==> config.mk <==
export PLATFORM = sky130hd
export DESIGN_NAME = col_line_latch
export DESIGN_NICKNAME = d
export VERILOG_FILES = /design/src/rtl/col_line_latch.sv
export SDC_FILE = /design/constraint.sdc
export NUM_CORES = 1
export LEC_CHECK = 0
export BUFFER_PORTS_ARGS = -buffer_cell sky130_fd_sc_hd__clkbuf_2
export CAP_MARGIN = 20
export CORE_MARGIN = 4
export CORE_UTILIZATION = 38
export DETAILED_ROUTE_END_ITERATION = 16
export PLACE_DENSITY_LB_ADDON = 0.3
export SETUP_SLACK_MARGIN = 0.3
export SLEW_MARGIN = 25
export SYNTH_ARGS = -nofsm -noshare
export SYNTH_HDL_FRONTEND = slang
export SYNTH_SLANG_ARGS = --single-unit
==> constraint.sdc <==
create_clock -name clk -period 3.26 [get_ports clk]
set_input_delay 0.489 -clock clk [delete_from_list [all_inputs] [get_ports clk]]
set_output_delay 0.489 -clock clk [all_outputs]
set_load 0.05 [all_outputs]
==> src/rtl/col_line_latch.sv <==
module col_line_latch #(
  parameter int NCH = 8,
  parameter int CW  = 8
) (
  input  logic              clk,
  input  logic              rst_n,
  input  logic              stb,
  input  logic              pol,
  input  logic [NCH*CW-1:0] line_data,
  output logic [NCH*CW-1:0] code_o,
  output logic [NCH-1:0]    upper_o,
  output logic [2*NCH-1:0]  state_o
);
  localparam int LW = NCH * CW;
  localparam logic [1:0] ST_HIZ = 2'b00;
  localparam logic [1:0] ST_DRV = 2'b01;
  localparam logic [1:0] ST_RST = 2'b10;

  logic          stb_q, pol_line, drv_pol;
  logic [1:0]    st;
  logic [LW-1:0] latch_q;

  wire stb_rise = stb & ~stb_q;
  wire stb_fall = ~stb & stb_q;

  always_ff @(posedge clk) begin
    if (!rst_n) begin
      stb_q    <= 1'b0;
      pol_line <= 1'b0;
      drv_pol  <= 1'b0;
      st       <= ST_HIZ;
      latch_q  <= '0;
      code_o   <= '0;
    end else begin
      stb_q <= stb;
      if (stb_rise) begin
        latch_q  <= line_data;
        pol_line <= pol;
        st       <= (pol != pol_line) ? ST_RST : ST_HIZ;
      end
      if (stb_fall) begin
        code_o  <= latch_q;
        drv_pol <= pol_line;
        st      <= ST_DRV;
      end
    end
  end

  for (genvar i = 0; i < NCH; i++) begin : g_ch
    assign upper_o[i]       = drv_pol ^ ((i % 2) != 0);
    assign state_o[2*i +: 2] = st;
  end

  a_r5_no_drive_in_strobe: assert property (@(posedge clk) disable iff (!rst_n)
    stb_rise |=> state_o[1:0] != ST_DRV);
  a_r5_reset_on_flip: assert property (@(posedge clk) disable iff (!rst_n)
    (stb_rise && (pol != pol_line)) |=> state_o[1:0] == ST_RST);
  a_r3_drive_after_fall: assert property (@(posedge clk) disable iff (!rst_n)
    stb_fall |=> state_o[1:0] == ST_DRV);
  a_r7_outputs_hold: assert property (@(posedge clk) disable iff (!rst_n)
    !stb_fall |=> ($stable(code_o) && $stable(upper_o)));
  a_r8_legal_state: assert property (@(posedge clk) disable iff (!rst_n)
    state_o[2*NCH-1 -: 2] != 2'b11);
endmodule

# After elaboration in Yosys (flattened, before gate mapping)
# Index checks and enable logic that the tools add are counted.
# totals
ff_bits,133
inputBits,68
out_inout_bits,88
elab_cells,19
# classes
n_eq_ne,1
n_mux,3
bitwise_logic,6
reduce_logical,2
# ops
operator,count
$not 1->1,4
$and 1x1->1,2
$mux 1,2
$mux 2,1
$reduce_bool 2->1,1
$reduce_or 2->1,1
$ne 1x1->1,1

# Longest topological paths before layout
# depth
word_depth,4
mapped_depth,7
ltp_nobuf,4

# Least setup slack after synthesis
# Ideal clock, no wire load.
# synth_timing
kind,register -> output
startpoint,register st[1]
endpoint,output port state_o[11]
arrival_ns,1.033
required_time_ns,2.771
setup_slack_ns,1.738
stages_incl_launch_ff,2
path_buffers,1
path_cell_list,dfxtp_1 buf_4
# synth_lines
item,line,source
from (decl),20,logic [1:0] st;
from (signal assigned),39,st <= (pol != pol_line) ? ST_RST : ST_HIZ;
to (decl),12,output logic [2*NCH-1:0] state_o
# No word-level cell between the ends.

# Worst setup path in the final report
# layout_timing
startpoint,register stb_q
endpoint,register latch_q[3]
# layout_via
elab_chain_len,2
# layout_rtl
item,line,source
from (decl),19,"logic stb_q, pol_line, drv_pol;"
from (signal assigned),35,stb_q <= stb;
$not 1->1,23,wire stb_rise = stb & ~stb_q;
$and 1x1->1,23,
named net stb_rise,23,
to (signal assigned),37,latch_q <= line_data;
to (decl),21,logic [LW-1:0] latch_q;
# The timed path passes the listed nets, and every way through them passes these cells.
# A chain may end at the register's enable or synchronous reset.

==> results.ini <==
[routing]
via_count=3426
drt_first_pass_iters=4
dr.first_iter.drc_count=144
route.detailed.drc=0
wl_um=10200
vias_per_cell=4.47
wire_per_inst_um=13.3
antenna_violating_nets_post_route=0

[synth]
yosys-top-cells-area=dfxtp_1 (54%), mux2i_1 (26%), nor2_1 (10%), buf_4 (4.4%), buf_8 (1.8%)
ys_seq_elements=133
syn-instance-count=456
synth_warn=0
summed_instance_area_of_the_synthesized_netlist_mm2=0.00496
synth_top_cell_by_area=dfxtp_1
synthesis.area_per_instance_um2=10.9
synth.distinct_cells=13
post-synth-top-area-fraction=0.537
synth.yosys.seq_area_share=0.537
synth_fp_nets=526

[placement]
routabilityCongestion=0.704
place_worst_setup_slack_ps=1190
place.detailed.instances=736
io_buffer_count=155
dp_hpwl_um=6930
placedInstanceArea_mm2=0.00564

[clock_tree]
clk_transition_reported_paths_ps=60
cts_setup_buffers=0
htreeDepth=4
cts_root_buf=clkbuf_16
cts_tree=built
clock_latency_ps=400
holdBufCountCts=0
clk_path_buf_depth=2
cts_resized=0
clock_sink_count=133
cts-buffers-inserted=17

[worst_setup_path]
critical_path.max_fanout=38
cp-startpoint=stb_q
worstPathRequired_ps=3550
rr_worst_depth=5
critical_path_class=reg -> reg
timing.critical_path.from_type=flip-flop
critPathArrivalTime_ps=2110
ff2ff_setup_slack_ps=1440
r2r_end=latch_q[3]
cp_endpoint_kind=flip-flop
reg2reg_from=stb_q

[sta]
report.final.setup_viol=0
setup_slack_ps=1440
slew_headroom=0.491
clock_skew_ps=5.26
achievable-frequency_mhz=549
totalNegativeSetupSlack_ps=0
min_period_over_period=0.558
unrepaired_setup_endpoints_after_global_routing=false
slew_violations=0
max_slew.worst_pin.slew_ps=764
timing.final.hold_violations=0
min_period_ps=1820

[final_layout]
final_nets=653
synthToLayoutAreaGrowth_pct=25.0
post_layout_nonfiller_instances=766
antenna_cells=0
layout.core_utilization=0.487
finish.instance_area_mm2=0.00620
fraction_of_final_layout_cells_sized_beyond_drive_strength_1=0.323
layout.filler_cells=1216

[min_path]
hold_path.class=in -> reg
timing.hold.worst_endpoint=latch_q[20]
hold_start=line_data[20]
min_delay_path_depth=3

[floorplan]
chipHeight_um=122
starting_density=0.390
std_cell_rows=41
dieWidth_um=122
pin_count=156
die_area_mm2=0.0149
core-area_mm2=0.0127

[global_routing]
via_count_of_the_first_global_routing_pass=3328
grt.total_usage=0.142
grt-ovfl-total=0
grt_antenna_before_repair=0
maximum_number_of_pins_on_one_net_before_global_route_repair=74
global_route_wire_length_before_repair_um=16400

[power]
worst_ir_drop_vdd_uv=357
static_leakage_power_nw=2.80
powerDensity_mw_per_mm2=625

[outcome]
status=finished clean

[run]
maxCapViolCount=0

kinds of logic after synthesis:
kind of cell / count (synthesis) / share of synthesized area
AO/OA/AOI/OAI: 1 / 0.00555
XOR/XNOR: 1 / 0.00177
adder cells (fa/ha/maj): 2 / 0.00504
buffers and inverters: 55 / 0.0860
flip-flops: 133 / 0.537
multiplexers: 131 / 0.264
AND/OR/NAND/NOR: 133 / 0.101
sequential cells by signal, summed over array words and instances, names as in the netlist:
register  cells
code_o       64
drv_pol       1
latch_q      64
pol_line      1
st            2
stb_q         1
where the power goes:
part | leakage, nW | switching (mW) | internal, mW
clock | 0.273 | 0.656 | 1.15
combinational | 1.44 | 0.214 | 0.135
sequential | 1.08 | 0.0338 | 1.69
Yosys cell counts (all sizes together):
library cell and instances:
dfxtp 133, nor2 133, mux2i 131, buf 46
clkbuf 5, inv 4, ha 2, a2111oi 1
xnor2 1
worst max-delay path by stage:
stage / to / slack, ps / cells after the start
finish: latch_q[3] / 1440 / 5
global route: latch_q[3] / 1330 / 5
CTS: latch_q[3] / 1410 / 5
detailed placement: code_o[18] / 1190 / 6
global placement: code_o[18] / 1230 / 6
floorplan: state_o[11] / 1740 / 1
area by class of cell:
type | count | area, um^2 | share of cell area
Clock buffer | 20 | 457 | 0.0737
Sequential cell | 133 | 2660 | 0.429
Timing Repair Buffer | 159 | 843 | 0.136
Inverter | 4 | 17.5 | 0.00283
Multi-Input combinational cell | 268 | 1900 | 0.306
Tap cell | 172 | 215 | 0.0347
Clock inverter | 10 | 108 | 0.0174
cell usage in the layout (no fill, tap or decap), drive strengths merged:
master    instances
clkinvlp          3
mux2i           131
nor2            133
clkbuf          175
xnor2             1
ha                2
clkinv            5
inv               4
a2111oi           1
dfxtp           133
bufinv            2
buf               4
per-layer routing:
metal,global-route usage,share of wire
met2,0.212,0.44
met4,0.0441,0.010
met3,0.0857,0.10
met5,0,0
met1,0.172,0.44
worst max-delay path: stages, from the launching register on:
cell and delay [ps]:
dfxtp_1 330, inv_1 90, ha_4 620, buf_4 340
mux2i_1 230, nor2_1 60
per-stage QoR:
step | hold slack, ps | power (mW)
floorplan | 460 | 2.03
global placement | 466 | 2.10
global route | 305 | 4.07
finish | 321 | 3.88
detailed placement | 482 | 2.11
CTS | 299 | 3.94
Note: power is estimated with default switching activity, not from simulation.
